--- src/rtl/pwm_pkg.sv ---
package pwm_pkg;
  typedef enum logic [1:0] {
    MODE_CONT = 2'd0,
    MODE_ONE  = 2'd1,
    MODE_CAP  = 2'd2,
    MODE_RSV  = 2'd3
  } mode_e;

  typedef enum logic [1:0] {
    ST_IDLE = 2'd0,
    ST_RUN  = 2'd1,
    ST_HALT = 2'd2
  } run_e;

  typedef struct packed {
    logic  irq_en;
    mode_e mode;
    logic  en;
  } ctrl_t;

  localparam int unsigned REG_AW = 3;
  localparam logic [REG_AW-1:0] RA_CTRL = 3'd0;
  localparam logic [REG_AW-1:0] RA_PER  = 3'd1;
  localparam logic [REG_AW-1:0] RA_DUTY = 3'd2;
  localparam logic [REG_AW-1:0] RA_REP  = 3'd3;
  localparam logic [REG_AW-1:0] RA_HIGH = 3'd4;
  localparam logic [REG_AW-1:0] RA_LOW  = 3'd5;
  localparam logic [REG_AW-1:0] RA_STAT = 3'd6;
endpackage

--- src/rtl/pwm_gen.sv ---
module pwm_gen
  import pwm_pkg::*;
#(
  parameter int unsigned DW = 16
) (
  input  logic          clk_i,
  input  logic          rst_ni,
  input  logic          run_i,
  input  logic          oneshot_i,
  input  logic [DW-1:0] per_i,
  input  logic [DW-1:0] duty_i,
  input  logic [DW-1:0] rep_i,
  output logic          pwm_o,
  output logic          done_o
);
  localparam logic [DW-1:0] K_ONE  = DW'(1);
  localparam logic [DW:0]   K_ONEX = (DW+1)'(1);

  run_e          state_q;
  logic [DW-1:0] cnt_q, per_q, duty_q, rep_q;
  logic          wrap, last;

  assign wrap   = ({1'b0, cnt_q} + K_ONEX) >= {1'b0, per_q};
  assign last   = oneshot_i && (rep_q == '0);
  assign done_o = run_i && (state_q == ST_RUN) && wrap && last;
  assign pwm_o  = run_i && (state_q == ST_RUN) && (cnt_q < duty_q);

  always_ff @(posedge clk_i or negedge rst_ni) begin
    if (!rst_ni) begin
      state_q <= ST_IDLE;
      cnt_q   <= '0;
      per_q   <= '0;
      duty_q  <= '0;
      rep_q   <= '0;
    end else if (!run_i) begin
      state_q <= ST_IDLE;
      cnt_q   <= '0;
    end else begin
      unique case (state_q)
        ST_IDLE: begin
          state_q <= ST_RUN;
          cnt_q   <= '0;
          per_q   <= per_i;
          duty_q  <= duty_i;
          rep_q   <= rep_i;
        end
        ST_RUN: begin
          if (wrap) begin
            cnt_q <= '0;
            if (last) begin
              state_q <= ST_HALT;
            end else begin
              per_q  <= per_i;
              duty_q <= duty_i;
              if (oneshot_i) rep_q <= rep_q - K_ONE;
            end
          end else begin
            cnt_q <= cnt_q + K_ONE;
          end
        end
        default: state_q <= ST_HALT;
      endcase
    end
  end

  // counter stays inside the active period
  a_r2_cnt_bound: assert property (@(posedge clk_i) disable iff (!rst_ni)
    (state_q == ST_RUN) |-> ((cnt_q < per_q) || (per_q == '0)));

  // active values only move at a boundary
  a_r5_hold_mid: assert property (@(posedge clk_i) disable iff (!rst_ni)
    ((state_q == ST_RUN) && !wrap) |=> ($stable(per_q) && $stable(duty_q)));

  // one completion, then silent output
  a_r4_one_done: assert property (@(posedge clk_i) disable iff (!rst_ni)
    done_o |=> (!done_o && !pwm_o));
endmodule

--- src/rtl/pwm_capture.sv ---
module pwm_capture #(
  parameter int unsigned DW = 16
) (
  input  logic          clk_i,
  input  logic          rst_ni,
  input  logic          en_i,
  input  logic          cap_i,
  output logic [DW-1:0] high_o,
  output logic [DW-1:0] low_o,
  output logic          evt_o
);
  localparam logic [DW-1:0] K_ONE = DW'(1);
  localparam logic [DW-1:0] K_MAX = '1;

  logic [2:0]    sync_q;
  logic [DW-1:0] ph_q, high_q, low_q;
  logic          edge_w;

  assign edge_w = en_i && (sync_q[1] ^ sync_q[2]);
  assign evt_o  = edge_w;
  assign high_o = high_q;
  assign low_o  = low_q;

  always_ff @(posedge clk_i or negedge rst_ni) begin
    if (!rst_ni) sync_q <= '0;
    else         sync_q <= {sync_q[1:0], cap_i};
  end

  always_ff @(posedge clk_i or negedge rst_ni) begin
    if (!rst_ni) begin
      ph_q   <= '0;
      high_q <= '0;
      low_q  <= '0;
    end else if (!en_i) begin
      ph_q <= '0;
    end else if (edge_w) begin
      ph_q <= K_ONE;
      if (sync_q[1]) low_q  <= ph_q;
      else           high_q <= ph_q;
    end else if (ph_q != K_MAX) begin
      ph_q <= ph_q + K_ONE;
    end
  end

  // phase counter saturates
  a_r11_no_overflow: assert property (@(posedge clk_i) disable iff (!rst_ni)
    (en_i && !edge_w && (ph_q == K_MAX)) |=> (ph_q == K_MAX));

  // a new phase begins counting at one
  a_r7_restart: assert property (@(posedge clk_i) disable iff (!rst_ni)
    (edge_w && en_i) |=> ((ph_q == K_ONE) || (ph_q == '0)));
endmodule

--- src/rtl/pwm_chan.sv ---
module pwm_chan
  import pwm_pkg::*;
#(
  parameter int unsigned DW = 16
) (
  input  logic              clk_i,
  input  logic              rst_ni,
  input  logic              wr_i,
  input  logic [REG_AW-1:0] reg_i,
  input  logic [DW-1:0]     wdata_i,
  output logic [DW-1:0]     rdata_o,
  input  logic              cap_i,
  output logic              pwm_o,
  output logic              stat_o,
  output logic              ie_o
);
  ctrl_t         ctrl_q;
  logic [DW-1:0] per_q, duty_q, rep_q;
  logic [DW-1:0] high_w, low_w;
  logic          stat_q, gen_done, cap_evt, gen_run, cap_run, set_w, clr_w;

  assign gen_run = ctrl_q.en && (ctrl_q.mode != MODE_CAP);
  assign cap_run = ctrl_q.en && (ctrl_q.mode == MODE_CAP);
  assign set_w   = gen_done || cap_evt;
  assign clr_w   = wr_i && (reg_i == RA_STAT) && wdata_i[0];
  assign stat_o  = stat_q;
  assign ie_o    = ctrl_q.irq_en;

  always_ff @(posedge clk_i or negedge rst_ni) begin
    if (!rst_ni) begin
      ctrl_q <= '0;
      per_q  <= '0;
      duty_q <= '0;
      rep_q  <= '0;
    end else if (wr_i) begin
      unique case (reg_i)
        RA_CTRL: ctrl_q <= ctrl_t'(wdata_i[3:0]);
        RA_PER:  per_q  <= wdata_i;
        RA_DUTY: duty_q <= wdata_i;
        RA_REP:  rep_q  <= wdata_i;
        default: ;
      endcase
    end
  end

  always_ff @(posedge clk_i or negedge rst_ni) begin
    if (!rst_ni)    stat_q <= 1'b0;
    else if (set_w) stat_q <= 1'b1;
    else if (clr_w) stat_q <= 1'b0;
  end

  always_comb begin
    unique case (reg_i)
      RA_CTRL: rdata_o = {{(DW-4){1'b0}}, ctrl_q};
      RA_PER:  rdata_o = per_q;
      RA_DUTY: rdata_o = duty_q;
      RA_REP:  rdata_o = rep_q;
      RA_HIGH: rdata_o = high_w;
      RA_LOW:  rdata_o = low_w;
      RA_STAT: rdata_o = {{(DW-1){1'b0}}, stat_q};
      default: rdata_o = '0;
    endcase
  end

  pwm_gen #(.DW(DW)) u_gen (
    .clk_i     (clk_i),
    .rst_ni    (rst_ni),
    .run_i     (gen_run),
    .oneshot_i (ctrl_q.mode == MODE_ONE),
    .per_i     (per_q),
    .duty_i    (duty_q),
    .rep_i     (rep_q),
    .pwm_o     (pwm_o),
    .done_o    (gen_done)
  );

  pwm_capture #(.DW(DW)) u_cap (
    .clk_i  (clk_i),
    .rst_ni (rst_ni),
    .en_i   (cap_run),
    .cap_i  (cap_i),
    .high_o (high_w),
    .low_o  (low_w),
    .evt_o  (cap_evt)
  );

  // only one-shot runs may complete
  a_r3_cont_quiet: assert property (@(posedge clk_i) disable iff (!rst_ni)
    gen_done |-> (ctrl_q.mode == MODE_ONE));

  // disabled channel drives low
  a_r6_off_low: assert property (@(posedge clk_i) disable iff (!rst_ni)
    !ctrl_q.en |-> !pwm_o);

  // every capture edge leaves the flag set
  a_r8_cap_flag: assert property (@(posedge clk_i) disable iff (!rst_ni)
    cap_evt |=> stat_q);

  // write-one clears when no event competes
  a_r9_w1c: assert property (@(posedge clk_i) disable iff (!rst_ni)
    (clr_w && !set_w) |=> !stat_q);
endmodule

--- src/rtl/pwm_irq_route.sv ---
module pwm_irq_route #(
  parameter int unsigned NCH = 4
) (
  input  logic           irq_mode_i,
  input  logic [NCH-1:0] stat_i,
  input  logic [NCH-1:0] ie_i,
  output logic [NCH-1:0] irq_ch_o,
  output logic           irq_all_o
);
  logic [NCH-1:0] pend;

  assign pend      = stat_i & ie_i;
  assign irq_ch_o  = irq_mode_i ? '0 : pend;
  assign irq_all_o = irq_mode_i & (|pend);
endmodule

--- src/rtl/pwm_multi.sv ---
module pwm_multi
  import pwm_pkg::*;
#(
  parameter int unsigned NCH    = 4,
  parameter int unsigned DW     = 16,
  localparam int unsigned CH_W   = (NCH > 1) ? $clog2(NCH) : 1,
  localparam int unsigned ADDR_W = CH_W + REG_AW
) (
  input  logic              clk_i,
  input  logic              rst_ni,
  input  logic              irq_mode_i,
  input  logic              wr_en_i,
  input  logic [ADDR_W-1:0] addr_i,
  input  logic [DW-1:0]     wdata_i,
  output logic [DW-1:0]     rdata_o,
  input  logic [NCH-1:0]    cap_i,
  output logic [NCH-1:0]    pwm_o,
  output logic [NCH-1:0]    irq_ch_o,
  output logic              irq_all_o
);
  logic [CH_W-1:0]   ch_sel;
  logic [REG_AW-1:0] reg_sel;
  logic [NCH-1:0]    stat, ie;
  logic [DW-1:0]     rd_ch [NCH];

  assign ch_sel  = addr_i[ADDR_W-1:REG_AW];
  assign reg_sel = addr_i[REG_AW-1:0];

  for (genvar g = 0; g < NCH; g++) begin : g_ch
    pwm_chan #(.DW(DW)) u_chan (
      .clk_i   (clk_i),
      .rst_ni  (rst_ni),
      .wr_i    (wr_en_i && (ch_sel == CH_W'(g))),
      .reg_i   (reg_sel),
      .wdata_i (wdata_i),
      .rdata_o (rd_ch[g]),
      .cap_i   (cap_i[g]),
      .pwm_o   (pwm_o[g]),
      .stat_o  (stat[g]),
      .ie_o    (ie[g])
    );
  end

  always_comb begin
    rdata_o = '0;
    for (int i = 0; i < NCH; i++) begin
      if (ch_sel == CH_W'(i)) rdata_o = rd_ch[i];
    end
  end

  pwm_irq_route #(.NCH(NCH)) u_irq (
    .irq_mode_i (irq_mode_i),
    .stat_i     (stat),
    .ie_i       (ie),
    .irq_ch_o   (irq_ch_o),
    .irq_all_o  (irq_all_o)
  );

  // exactly one routing style is live
  a_r10_split_off: assert property (@(posedge clk_i) disable iff (!rst_ni)
    irq_mode_i |-> (irq_ch_o == '0));
  a_r10_join_off: assert property (@(posedge clk_i) disable iff (!rst_ni)
    !irq_mode_i |-> !irq_all_o);
  a_r10_join_src: assert property (@(posedge clk_i) disable iff (!rst_ni)
    irq_all_o |-> ($countones(stat) > 0));
endmodule

--- config.mk ---
export PLATFORM = sky130hd
export DESIGN_NAME = pwm_multi
export DESIGN_NICKNAME = d
export VERILOG_FILES = /design/src/rtl/pwm_pkg.sv /design/src/rtl/pwm_gen.sv /design/src/rtl/pwm_capture.sv /design/src/rtl/pwm_chan.sv /design/src/rtl/pwm_irq_route.sv /design/src/rtl/pwm_multi.sv
export SDC_FILE = /design/constraint.sdc
export NUM_CORES = 1
export LEC_CHECK = 0
export BUFFER_PORTS_ARGS = -buffer_cell sky130_fd_sc_hd__clkbuf_2
export CAP_MARGIN = 0
export CORE_UTILIZATION = 45
export CTS_CLUSTER_SIZE = 16
export DETAILED_ROUTE_END_ITERATION = 10
export PLACE_DENSITY = 0.63
export SETUP_SLACK_MARGIN = 0.5
export SLEW_MARGIN = 20
export SYNTH_ARGS = -nofsm -noshare
export SYNTH_HDL_FRONTEND = slang
export SYNTH_SLANG_ARGS = --single-unit
--- constraint.sdc ---
create_clock -name clk_i -period 9.2 [get_ports clk_i]
set_clock_uncertainty 0.1 [all_clocks]
set_input_delay 0 -clock clk_i [delete_from_list [all_inputs] [get_ports clk_i]]
set_output_delay 0 -clock clk_i [all_outputs]
set_load 0.01 [all_outputs]
# [Word level (Yosys, flattened, before mapping)]
# Index checks and enable logic that the tools add are counted.
[word_totals] register_bits=680 input_bits=29 out_inout_bits=25
[op_classes] n_eq_ne=57 reduce_logical=103 add_sub_neg=16 n_bitwise=10 muxes=97 magnitude_cmp=8
[op_table] cell="2-to-1 mux 16 bit" count=52
[op_table] cell="case mux 16 bit (2 select lines)" count=16
[op_table] cell="case mux 16 bit (7 select lines)" count=4
[op_table] cell="adder 16 x 1 -> 16 bit (second input constant)" count=8
[op_table] cell="adder 16 x 1 -> 17 bit (second input constant)" count=4
[op_table] cell="greater-or-equal comparator 17 x 16 -> 1 bit" count=4
[op_table] cell="logical NOT 16 bit" count=4
[op_table] cell="less-than comparator 16 bit" count=4
[op_table] cell="!= test 16 bit (second input constant)" count=4
[op_table] cell="subtractor 16 x 1 -> 16 bit (second input constant)" count=4
[op_table] cell="logical AND 1 bit" count=44
[op_table] cell="AND reduction 2 bit" count=20
[op_table] cell="!= test 2 bit (second input constant)" count=16
[op_table] cell="2-to-1 mux 2 bit" count=12
[op_table] cell="!= test 3 x 1 -> 1 bit (second input constant)" count=8
[op_table] cell="!= test 3 bit (second input constant)" count=8
[op_table] cell="AND reduction 3 bit" count=8
[op_table] cell="AND reduction 5 bit" count=4
[op_table] cell="equality test 2 x 1 -> 1 bit (second input constant)" count=9
[op_table] cell="case mux 2 bit (2 select lines)" count=4
[op_table] cell="AND reduction 4 bit" count=4
[op_table] cell="nonzero test 2 bit" count=8
[op_table] cell="equality test 2 bit (second input constant)" count=6
[op_table] cell="logical NOT 2 bit" count=5
[op_table] cell="12 further kinds" count=31

# [Depth between registers and ports, before layout]
[depth] word_depth=7 ltp_mapped=15 depth_no_buf=14

# [Cells and area by module]
# Synthesis repeated with hierarchy kept, for this count alone.
[unflattened] hier_cells=3246 area_unflattened_um2=36984.2
[by_module_without_submodules] module="pwm_gen at g_ch[0].u_chan.u_gen ..." n_inst=3 cells_per_inst=419 area_per_inst_um2=4136.5
[by_module_without_submodules] module="pwm_chan" n_inst=4 cells_per_inst=214 area_per_inst_um2=2800.2
[by_module_without_submodules] module="pwm_capture" n_inst=4 cells_per_inst=170 area_per_inst_um2=2179.6
[by_module_without_submodules] module="pwm_gen at g_ch[3].u_chan.u_gen" n_inst=1 cells_per_inst=419 area_per_inst_um2=4181.5
[by_module_without_submodules] module="pwm_multi" n_inst=1 cells_per_inst=24 area_per_inst_um2=424.2
[by_module_without_submodules] module="pwm_irq_route" n_inst=1 cells_per_inst=10 area_per_inst_um2=50.0

# [Least setup slack after synthesis]
# No wires, ideal clock.
[synth_path] kind="register -> register" from="register g_ch[3].u_chan.u_gen.cnt_q[2]" to="register g_ch[3].u_chan.u_gen.duty_q[0]" slack_ns=5.284 setup_time_ns=0.125 path_stages_with_launch=15 period_less_slack_ns=3.916 required_time_ns=8.975 arrival_ns=3.691 path_cell_list="dfrtp_1 and4_1 and4_1 nand4_1 or2_2 nor2_1 xor2_1 ha_1 and4_1 a221oi_1 a31oi_1 nor2_1 o21ai_1 buf_2 mux2_2"
[synth_via] elab_chain_len=4
[synth_lines] item="start: declaration" line_no="pwm_gen.sv:20" rtl="logic [DW-1:0] cnt_q, per_q, duty_q, rep_q;"
[synth_lines] item="start signal: assignment" line_no="pwm_gen.sv:58" rtl="cnt_q <= cnt_q + K_ONE;"
[synth_lines] item="adder 16 x 1 -> 17 bit" line_no="pwm_gen.sv:23" rtl="assign wrap = ({1'b0, cnt_q} + K_ONEX) >= {1'b0, per_q};"
[synth_lines] item="greater-or-equal comparator 17 x 16 -> 1 bit" line_no="pwm_gen.sv:23"
[synth_lines] item="!= test 2 bit (no source line)"
[synth_lines] item="AND reduction 4 bit (no source line)"
[synth_lines] item="end signal: assignment" line_no="pwm_gen.sv:44" rtl="duty_q <= duty_i;"
[synth_lines] item="end signal: assignment" line_no="pwm_gen.sv:54" rtl="duty_q <= duty_i;"
[synth_lines] item="end: declaration" line_no="pwm_gen.sv:20"
# Every way passes these cells.
# A chain may end at the register's enable or synchronous reset.

# [Worst setup path in the final report]
[layout_path] from="register g_ch[0].u_chan.u_gen.cnt_q[2]" to="register g_ch[0].u_chan.u_gen.cnt_q[5]"
[layout_via] elab_chain_len=5
[layout_lines] item="start: declaration" line_no="pwm_gen.sv:20"
[layout_lines] item="start signal: assignment" line_no="pwm_gen.sv:58"
[layout_lines] item="adder 16 x 1 -> 17 bit" line_no="pwm_gen.sv:23"
[layout_lines] item="greater-or-equal comparator 17 x 16 -> 1 bit" line_no="pwm_gen.sv:23"
[layout_lines] item="2-to-1 mux 16 bit *" line_no="pwm_gen.sv:48" rtl="if (wrap) begin"
[layout_lines] item="case mux 16 bit (2 select lines) *" line_no="pwm_gen.sv:39" rtl="unique case (state_q)"
[layout_lines] item="2-to-1 mux 16 bit *" line_no="pwm_gen.sv:35" rtl="end else if (!run_i) begin"
# Every way passes the cells marked *; elsewhere a longest branch is shown, timed or not.

==> results.sh <==
export IMPL_status="finished with violations"
export IMPL_violations="hold timing"
export IMPL_cts_htree_levels=3
export IMPL_cp_common_cell="nor2_1"
export IMPL_setup_tns_ps=0
export IMPL_antenna_found_initial=5
export IMPL_path_depth=12
export IMPL_first_global_vias=26300
export IMPL_netlist_area_mm2=0.0348
export IMPL_area_growth_syn_to_layout_pct=12.2
export IMPL_fin_ws_ps=4440
export IMPL_maxSlewViolCount=0
export IMPL_drv_cap=0
export IMPL_fmax_mhz=210
export IMPL_yosys_warnings=0
export IMPL_worstPathArrival_ps=5210
export IMPL_final_min_clock_period_ps=4760
export IMPL_cts_inserted_buffers=76
export IMPL_place_gp_congestion=0.925
export IMPL_syn_inst=3205
export IMPL_p_total_uw=9280
export IMPL_grt_max_degree=184
export IMPL_clock_latency_ps=630
export IMPL_fin_nets=3410
export IMPL_critPathMaxFanout=13
export IMPL_yosysSeqAreaShare_pct=48.9
export IMPL_grt_pass1_wl_um=160000
export IMPL_post_cts_buffers=0
export IMPL_dieHeight_um=280
export IMPL_final_setup_viol_count=0
export IMPL_routed_wirelength_um=103000
export IMPL_period_share_pct=51.7
export IMPL_synth_area_per_cell_um2=10.9
export IMPL_yosysUniqueCellTypes=78
export IMPL_syn_nets=3370
export IMPL_dieArea_mm2=0.0785
export IMPL_p_leak_uw=0.0175
export IMPL_crit_type="flop to flop"
export IMPL_cts_tree="done"
export IMPL_worstPathCellList="nand3_1 > or4_1 > nor2_1 > xor2_1 > ha_1 > nand4_1 > nor2_1 > and3_1 > o41ai_1 > nand2_1 > nor2_1 > a22o_1"
export IMPL_cpPeakStageDelay_ps=920
export IMPL_async_reset_ff_share_pct=100
export IMPL_dp_hpwl_um=72300
export IMPL_viasPerCell=6.03
export IMPL_crit_required_ps=9650
export IMPL_cts_clk_slew_worst_paths_ps=60
export IMPL_drtPass1Iterations=7
export IMPL_ys_ff_latch=680
export IMPL_path_buf_inv=0
export IMPL_drt_iter0_drc=2283
export IMPL_rsz0062_at_grt="false"
export IMPL_ctsHoldBuffers=19
export IMPL_grt_overflow_total=0
export IMPL_clkSinkCount=680
export IMPL_drcViolationCount=0
export IMPL_cts_resized=0
export IMPL_die_x_um=280
export IMPL_ant_nets=0
export IMPL_hold_viol_final=13
export IMPL_io_buffers=53
export IMPL_endpoint_kind="flop"
export IMPL_rows=101
export IMPL_detail_route_wl_per_cell_um=23.7
export IMPL_drive_gt1_share_pct=21.7
export IMPL_core_mm2=0.0762
export IMPL_hold_slack_ps=-23.1
export IMPL_grtUsageTotal_pct=26.6
export IMPL_clk_root_buffer_cell="clkbuf_16"
export IMPL_relSlewSlack_pct=21.4
export IMPL_tightest_slew_ps=1160
export IMPL_min_path_type="input port to asynchronous set/reset pin"
export IMPL_crit_family="simple AND/OR/NAND/NOR gates"
export IMPL_initial_core_util_pct=45.7
export IMPL_pre_cts_ws_ps=4500
export IMPL_ir_worst_vdd_v=0.000135
export IMPL_synth_flop_cell="dfrtp_1"
export IMPL_worstSetupStartpointType="flop"
export IMPL_io_pins=54
export IMPL_clk_path_buf_depth=3
export IMPL_cpMaxStageDelayCell="o41ai_1"
export IMPL_vias=26200
export IMPL_synth_edf_count=0
export IMPL_r2r_cells=12
export IMPL_power_density_mw_per_mm2=237
-- worst paths after layout --
| path | start | endpoint | slack (ps) |
|---|---|---|---|
| max in group asynchronous | rst_ni | g_ch[2].u_chan.u_cap.sync_q[1] | 7400 |
| max | g_ch[0].u_chan.u_gen.cnt_q[2] | g_ch[0].u_chan.u_gen.cnt_q[5] | 4440 |
| min | rst_ni | g_ch[2].u_chan.per_q[15] | -20 |
| min reg2reg | g_ch[3].u_chan.u_cap.sync_q[0] | g_ch[3].u_chan.u_cap.sync_q[1] | 250 |
| min in group clk_i | wdata_i[14] | g_ch[3].u_chan.per_q[14] | 50 |
| max reg2reg | g_ch[0].u_chan.u_gen.cnt_q[2] | g_ch[0].u_chan.u_gen.cnt_q[5] | 4440 |
-- worst register-to-register path: cells and delay by family (launching register included) --
| family | cells | cell delay (ps) |
|---|---|---|
| compound gates | 2 | 1180 |
| simple gates | 8 | 2480 |
| fa+ha+maj | 1 | 290 |
| flops | 1 | 450 |
| xor+xnor | 1 | 200 |
-- registers in the layout, summed over array words and instances (netlist names) --
name / count
g_ch.u_chan.u_cap.low_o: 64
g_ch.u_chan.u_gen.cnt_q: 64
g_ch.u_chan.u_gen.state_q: 8
g_ch.u_chan.u_cap.sync_q: 12
g_ch.u_chan.stat_o: 4
g_ch.u_chan.u_gen.duty_q: 64
g_ch.u_chan.ctrl_q: 12
g_ch.u_chan.u_gen.rep_q: 64
g_ch.u_chan.ie_o: 4
g_ch.u_chan.duty_q: 64
g_ch.u_chan.u_cap.high_o: 64
g_ch.u_chan.rep_q: 64
g_ch.u_chan.u_cap.ph_q: 64
g_ch.u_chan.u_gen.per_q: 64
g_ch.u_chan.per_q: 64
-- cell usage in the layout (no fill, tap or decap), drive strengths merged, types with 49 or more instances in the layout --
cell type and count:
dfrtp 680, mux2 448, nor2 225, nand2 206, clkbuf 158, inv 154, a21oi 146, o21ai 145
ha 136, nand3 113, nor3 62, a22oi 60, xor2 51, buf 51, xnor2 50, nand4 49
-- final cells by class --
| cell class | count | area (um^2) |
|---|---|---|
| fill | 6676 | 37100 |
| sequential | 680 | 17000 |
| multi-input combinational | 2215 | 16700 |
| clock buffer | 106 | 2240 |
| tap | 1030 | 1290 |
| timing repair buffer | 121 | 893 |
| inverter | 151 | 567 |
| clock inverter | 34 | 415 |
| antenna | 2 | 5.00 |
-- per-layer routing --
| metal | vias to the layer above | GRT usage, % | part of all wire, % |
|---|---|---|---|
| met4 | 2 | 11.4 | 3.9 |
| met2 | 857 | 41.2 | 46 |
| li1 | 11800 | - | - |
| met5 | - | 0 | 0.013 |
| met3 | 205 | 4.26 | 6.4 |
| met1 | 13400 | 36.8 | 44 |
-- Yosys cell counts, types with 14 or more instances --
master	number	area [um^2]
xor2_1	51	447
a22o_1	30	263
a32o_1	24	240
a21oi_1	146	731
and4_1	16	140
a21o_1	23	173
nor4_1	20	125
or3_1	16	100
nor3_1	60	300
mux2i_1	35	350
nand2_1	206	773
nand4_1	49	307
or2_2	14	87.6
o211ai_1	23	173
buf_2	19	95.1
xnor2_1	50	438
mux2_4	30	450
mux2_2	416	4680
and2_1	15	93.8
o22ai_1	16	100
a22oi_1	60	450
dfrtp_1	680	17000
a31oi_1	28	175
clkbuf_1	120	450
o21ai_0	144	721
nand2b_1	30	188
inv_1	151	567
nor2_1	225	845
a211oi_1	31	233
ha_1	136	1700
a221oi_1	38	333
nor2b_1	27	169
nand3_1	113	566
and3_1	24	150
-- power by group --
part           switching [uW]  internal (uW)  total (uW)
combinational            1090            885        1970
clock                    1270           1930        3200
sequential                541           3560        4100
-- stage by stage --
stage | instances | hold WS (ps) | cell area (um^2) | util (%)
floorplan | 3205 | -396 | 34800 | -
global placement | 4176 | -14.2 | 36200 | 47.5
detailed placement | 4176 | -7.77 | 36200 | 47.5
CTS | 4335 | 5.90 | 39000 | 51.2
global route | 4337 | 25.1 | 39100 | 51.3
finish | 4339 | -23.1 | 39100 | 51.3
-- logic make-up after synthesis --
family	count (synthesis)	synth area share, %
AND/OR/NAND/NOR	861	12.2
flip-flops	680	48.9
AO/OA/AOI/OAI	633	12.1
multiplexers	484	15.9
buffers and inverters	310	3.54
adder cells (fa/ha/maj)	136	4.89
XOR/XNOR	101	2.54
Note: power is estimated with default switching activity, not from simulation.
